`src/rtl/dbg_cp_gate_pkg.sv`:
```
package dbg_cp_gate_pkg;

  localparam int MODE_W = 2;

  typedef enum logic [MODE_W-1:0] {
    MD_USER  = 2'd0,
    MD_PRIV  = 2'd1,
    MD_MON   = 2'd2,
    MD_PRIV2 = 2'd3
  } cpu_mode_e;

  typedef enum logic {
    TGT_DBG = 1'b0,
    TGT_SYS = 1'b1
  } cp_target_e;

  typedef struct packed {
    logic in_secure;
    logic bank_ns;
    logic may_raise;
  } world_view_t;

endpackage

```
`src/rtl/dbg_world_eval.sv`:
```
module dbg_world_eval
  import dbg_cp_gate_pkg::*;
(
  input  logic              world_ns,
  input  logic [MODE_W-1:0] cpu_mode,
  input  logic              ns_bit,
  input  logic              sec_priv_en,
  output world_view_t       view
);

  logic is_mon;

  always_comb begin
    is_mon         = (cpu_mode_e'(cpu_mode) == MD_MON);
    view.in_secure = is_mon | ~world_ns;
    // privileged entry within the current world: always open when non-secure
    view.may_raise = view.in_secure ? sec_priv_en : 1'b1;
    view.bank_ns   = is_mon ? ns_bit : ~view.in_secure;
  end

  always_comb begin
    if (is_mon) assert_mon_secure_R6: assert (view.in_secure);
  end

endmodule

```
`src/rtl/dbg_access_rule.sv`:
```
module dbg_access_rule
  import dbg_cp_gate_pkg::*;
(
  input  logic        req_target,
  input  logic        req_write,
  input  logic        reg_banked,
  input  logic        reg_ns_ro,
  input  world_view_t view,
  output logic        grant
);

  logic ro_block;

  always_comb begin
    ro_block = ~view.in_secure & req_write & ~reg_banked & reg_ns_ro;
    unique case (cp_target_e'(req_target))
      TGT_DBG: grant = 1'b1;
      TGT_SYS: grant = view.may_raise & ~ro_block;
      default: grant = 1'b0;
    endcase
  end

  always_comb begin
    if (cp_target_e'(req_target) == TGT_DBG) assert_dbg_free_R1: assert (grant);
  end

endmodule

```
`src/rtl/dbg_sticky_flag.sv`:
```
module dbg_sticky_flag (
  input  logic clk,
  input  logic rst,
  input  logic set_i,
  input  logic clr_i,
  output logic flag_o
);

  always_ff @(posedge clk) begin
    if (rst) flag_o <= 1'b0;
    else     flag_o <= set_i | (flag_o & ~clr_i);
  end

  assert_set_wins_R9: assert property (@(posedge clk) disable iff (rst)
    set_i |=> flag_o);

  assert_hold_R9: assert property (@(posedge clk) disable iff (rst)
    flag_o && !clr_i |=> flag_o);

endmodule

```
`src/rtl/dbg_cp_gate.sv`:
```
module dbg_cp_gate
  import dbg_cp_gate_pkg::*;
(
  input  logic       clk,
  input  logic       rst,
  input  logic       req_valid,
  input  logic       req_target,
  input  logic       req_write,
  input  logic       reg_banked,
  input  logic       reg_ns_ro,
  input  logic       sec_priv_en,
  input  logic       world_ns,
  input  logic [1:0] cpu_mode,
  input  logic       ns_bit,
  input  logic       undef_clr,
  output logic       rsp_valid,
  output logic       rsp_ok,
  output logic       rsp_bank_ns,
  output logic       undef_pulse,
  output logic       undef_sticky
);

  world_view_t view;
  logic        grant;
  logic        refuse;

  dbg_world_eval u_world (
    .world_ns    (world_ns),
    .cpu_mode    (cpu_mode),
    .ns_bit      (ns_bit),
    .sec_priv_en (sec_priv_en),
    .view        (view)
  );

  dbg_access_rule u_rule (
    .req_target (req_target),
    .req_write  (req_write),
    .reg_banked (reg_banked),
    .reg_ns_ro  (reg_ns_ro),
    .view       (view),
    .grant      (grant)
  );

  assign refuse = req_valid & ~grant;

  dbg_sticky_flag u_sticky (
    .clk    (clk),
    .rst    (rst),
    .set_i  (refuse),
    .clr_i  (undef_clr),
    .flag_o (undef_sticky)
  );

  always_ff @(posedge clk) begin
    if (rst) begin
      rsp_valid   <= 1'b0;
      rsp_ok      <= 1'b0;
      rsp_bank_ns <= 1'b0;
      undef_pulse <= 1'b0;
    end else begin
      rsp_valid   <= req_valid;
      rsp_ok      <= req_valid & grant;
      rsp_bank_ns <= req_valid & view.bank_ns;
      undef_pulse <= refuse;
    end
  end

  assert_dbg_open_R1: assert property (@(posedge clk) disable iff (rst)
    req_valid && !req_target |=> rsp_ok && !undef_pulse);

  assert_ns_bank_R2: assert property (@(posedge clk) disable iff (rst)
    req_valid && req_target && world_ns && cpu_mode != 2'd2 |=> rsp_bank_ns);

  assert_ns_ro_R3: assert property (@(posedge clk) disable iff (rst)
    req_valid && req_target && world_ns && cpu_mode != 2'd2 && req_write
    && !reg_banked && reg_ns_ro |=> !rsp_ok && undef_pulse);

  assert_no_sec_bank_R5: assert property (@(posedge clk) disable iff (rst)
    req_valid && req_target && !sec_priv_en |=> !rsp_ok || rsp_bank_ns);

  assert_mon_bank_R6: assert property (@(posedge clk) disable iff (rst)
    req_valid && cpu_mode == 2'd2 |=> rsp_bank_ns == $past(ns_bit));

  assert_idle_R7: assert property (@(posedge clk) disable iff (rst)
    !req_valid |=> !rsp_valid && !rsp_ok && !undef_pulse);

  assert_pulse_flag_R8: assert property (@(posedge clk) disable iff (rst)
    undef_pulse |-> undef_sticky && rsp_valid && !rsp_ok);

endmodule

```
`config.mk`:
```
export PLATFORM = sky130hd
export DESIGN_NAME = dbg_cp_gate
export DESIGN_NICKNAME = d
export VERILOG_FILES = /design/src/rtl/dbg_cp_gate_pkg.sv /design/src/rtl/dbg_world_eval.sv /design/src/rtl/dbg_access_rule.sv /design/src/rtl/dbg_sticky_flag.sv /design/src/rtl/dbg_cp_gate.sv
export SDC_FILE = /design/constraint.sdc
export NUM_CORES = 1
export LEC_CHECK = 0
export ABC_AREA = 1
export BUFFER_PORTS_ARGS = -buffer_cell sky130_fd_sc_hd__buf_4
export CAP_MARGIN = 20
export CELL_PAD_IN_SITES_DETAIL_PLACEMENT = 1
export CELL_PAD_IN_SITES_GLOBAL_PLACEMENT = 1
export CORE_AREA = 3 3 40 42
export DETAILED_ROUTE_END_ITERATION = 8
export DIE_AREA = 0 0 43 45
export GPL_ROUTABILITY_DRIVEN = 0
export PLACE_DENSITY_LB_ADDON = 0.1
export SLEW_MARGIN = 5
export SYNTH_ARGS = -nofsm -noshare
export SYNTH_HDL_FRONTEND = slang
export SYNTH_SLANG_ARGS = --single-unit
```
`constraint.sdc`:
```
create_clock -name clk -period 2.2 [get_ports clk]
set_input_delay 0.11 -clock clk [delete_from_list [all_inputs] [get_ports clk]]
set_output_delay 0.11 -clock clk [all_outputs]
set_load 0.01 [all_outputs]
```
* Word-level counts from Yosys, hierarchy flattened *
Cells that the tools add are included.

operators by class
  bitwise logic cells = 17
  equal/unequal tests = 1
  muxes and demuxes = 3

operator list
  operator                                    number
  1-bit bitwise AND                           8
  1-bit NOT                                   7
  2-bit equality test, second input constant  1
  1-bit two-way mux                           2
  1-bit OR                                    2
  1-bit case mux with 2 select lines          1

storage, ports and cells
  bits of input ports = 13
  word-level logic and storage cells = 26
  register bits = 5
  output and inout port bits = 5

* Logic depth before layout (Yosys ltp) *
  depth after elaboration = 12
  mapped depth = 6
  mapped depth without buffers = 6

* Hierarchy *
A second synthesis with hierarchy kept.

second synthesis, totals
  cells, all modules = 32
  area, all modules = 215.2 um^2

by module, submodules not included
  module           seq. area each (um^2)  instances  area an instance (um^2)  cells an instance
  dbg_cp_gate      80.1                   1          120.1                    14
  dbg_sticky_flag  20.0                   1          40.0                     5
  dbg_world_eval   0.0                    1          32.5                     7
  dbg_access_rule  0.0                    1          22.5                     6

* Least setup slack after synthesis *
No wires, ideal clock.

  path kind = register to register
  from = reg u_sticky.flag_o
  to = reg u_sticky.flag_o
  period minus slack after synthesis = 0.806 ns
  stages on the path, launching flop included = 3
  path slack = 1.394 ns
  library setup time = 0.059 ns
  path buffers = 0
  data required time = 2.141 ns
  data arrival time = 0.748 ns
  path through = dfxtp_1 -> or3b_1 -> nand2_1

on the way
  longest elaborated chain between the ends = 2

RTL lines
  what                    RTL line               source
  start, declared         dbg_sticky_flag.sv:6   output logic flag_o
  start signal, assigned  dbg_sticky_flag.sv:11  else flag_o <= set_i | (flag_o & ~clr_i);
  1-bit bitwise AND       dbg_sticky_flag.sv:11
  1-bit OR                dbg_sticky_flag.sv:11

Every way passes these cells.
A chain may end at the register's enable or synchronous reset.

* Final worst setup path *
Same ends and word-level chain as after synthesis.

==> results_dict.tcl <==
set metrics [dict create \
    cp.arrival_ps 980 \
    start_kind "flip-flop" \
    post_cts_resized 0 \
    ios 18 \
    cts_tree "done" \
    core_area_um2 1285 \
    drc 0 \
    setup_viol 0 \
    start_util_pct 15.00 \
    max_freq_ghz 1.255 \
    cts.sink_count 5 \
    cellLeakagePower_nw 0.2004 \
    tightest_slew_ps 156.2 \
    final_util_pct 28.43 \
    synth_area_leaders "dfxtp_1, inv_1, nand2_1" \
    overflow 0 \
    clkTransAtPathRegs_ps 40 \
    cts_max_level 1 \
    clockBufferDepth 2 \
    drtIter0Drc 1 \
    drive_gt1_share_pct 46.67 \
    yosys.area.top_type "dfxtp_1" \
    detail_route.wl_per_cell_um 8.800 \
    row_count 13 \
    crit_chain "or3b_1, nand2_1" \
    syn_nets 37 \
    synth_cells 24 \
    antenna_cells 0 \
    antenna_found_initial 0 \
    grt_pass1_vias 205 \
    min_path_type "in2reg" \
    grtUsageTotal_pct 5.579 \
    postCtsSetupBuffers 0 \
    fin_cells 60 \
    die_w_um 43 \
    synth-async-reset-ratio_pct 0 \
    ys_ff_latch 5 \
    syn_area_per_cell_um2 8.029 \
    synth_common_cells "dfxtp_1, inv_1, nand2_1" \
    slew_headroom_pct 89.57 \
    status "completed" \
    ys.flop_type "dfxtp_1" \
    whs_ps 60.25 \
    grt_start_max_net_pins 5 \
    end_kind "flip-flop" \
    fin_skew_ps 0 \
    p_per_area_nw_per_um2 645.8 \
    hold_viol 0 \
    fin_nets 59 \
    rsz0062_at_grt "no" \
    ctsHoldBuffers 0 \
    cts_made_buffers 3 \
    place_inst 56 \
    maxCapViolations 0 \
    drt-total-wl_um 528 \
    critPathMaxStageDelay_ps 360 \
    place_ws_ps 1412 \
    min_period_ps 796.9 \
    synth-edff-count 0 \
    grt_pass1_wl_um 703 \
    synth.distinct_cells 10 \
    firstDrtPassIters 2 \
    irDropWorstVdd_v 0.0001202 \
    slowest_stage "or3b_1" \
    port_buffers 17 \
    cts_root_buf "clkbuf_4" \
    die_area_um2 1935 \
    synth_top_area_share_pct 51.95 \
    clock_latency_ps 240 \
    dr_total_vias 230 \
    fin_crit_sh_pct 36.22 \
    cp_max_fo 2 \
    dp.final_hpwl_um 455.7 \
    slew_viol_final 0 \
    setup-tns-final_ps 0 \
    area_growth_syn_to_layout_pct 89.61 \
    netlist_area_um2 192.7 \
    synth_warnings 0 \
    crit_required_ps 2380 \
    ys_seq_area_share_pct 51.95 \
    path_class "reg2reg" \
    viasPerCell 3.833 \
    die-height_um 45 \
    ant_nets 0 \
    fin_ws_ps 1403 \
]
worst paths after layout:
| path | start | end | slack [ps] | cells past startpoint |
|---|---|---|---|---|
| worst max-delay path | u_sticky.flag_o | u_sticky.flag_o | 1400 | 2 |
| worst min-delay path | rst | rsp_valid | 60 | 2 |
| worst max register to register | u_sticky.flag_o | u_sticky.flag_o | 1400 | 2 |
| worst min register to register | u_sticky.flag_o | u_sticky.flag_o | 560 | 2 |
cells by family (layout without fill, tap and decap cells):
logic type | after synthesis | after routing | share of synthesized area, %
flip-flops | 5 | 5 | 51.95
AND/OR/NAND/NOR | 12 | 12 | 33.13
AO/OA/AOI/OAI | 2 | 2 | 5.195
buffers and inverters | 5 | 26 | 9.741
power by group:
group / leakage (nW) / internal (mW) / switching [mW]
logic: 0.144 / 0.0228 / 0.0137
clock network: 0.0150 / 0.0684 / 0.0345
registers: 0.0411 / 0.0953 / 0.00119
per-stage QoR:
step                power (mW)  cell area (µm²)
global placement        0.1344            339.1
detailed placement      0.1353            339.1
finish                  0.2360            365.4
floorplan               0.1097            192.7
CTS                     0.2438            365.4
global route            0.2471            365.4
placed cells by master (no fill, tap or decap):
cell,instances
or3b_1,1
nand3_1,2
clkbuf_1,1
nand2_1,5
nand3b_1,1
nand4_1,1
buf_4,17
dfxtp_1,5
nor2_2,1
a21oi_1,2
and2_1,1
clkbuf_4,3
inv_1,5
state kept, by name, summed over array words and instances (netlist names):
name	flops
u_sticky.flag_o	1
undef_pulse	1
rsp_ok	1
rsp_valid	1
rsp_bank_ns	1
area by class of cell:
type	instances	area, µm²
Sequential cell	5	100.1
Clock buffer	4	26.28
Multi-Input combinational cell	14	73.82
Tap cell	15	18.77
Fill cell	168	919.6
Inverter	5	18.77
Timing Repair Buffer	17	127.6
worst max-delay path, delay by kind of cell (launching register included):
family        cells  cell delay [ps]
flops             1              320
simple gates      2              430
layer usage:
layer	share of wire [%]	routed length, µm	global-route usage [%]
met3	13	71	1.195
met1	37	197	4.819
met4	0	0	10.84
met5	0	0	0
met2	49	258	7.784
No activity file was read; power rests on OpenSTA's default activity.
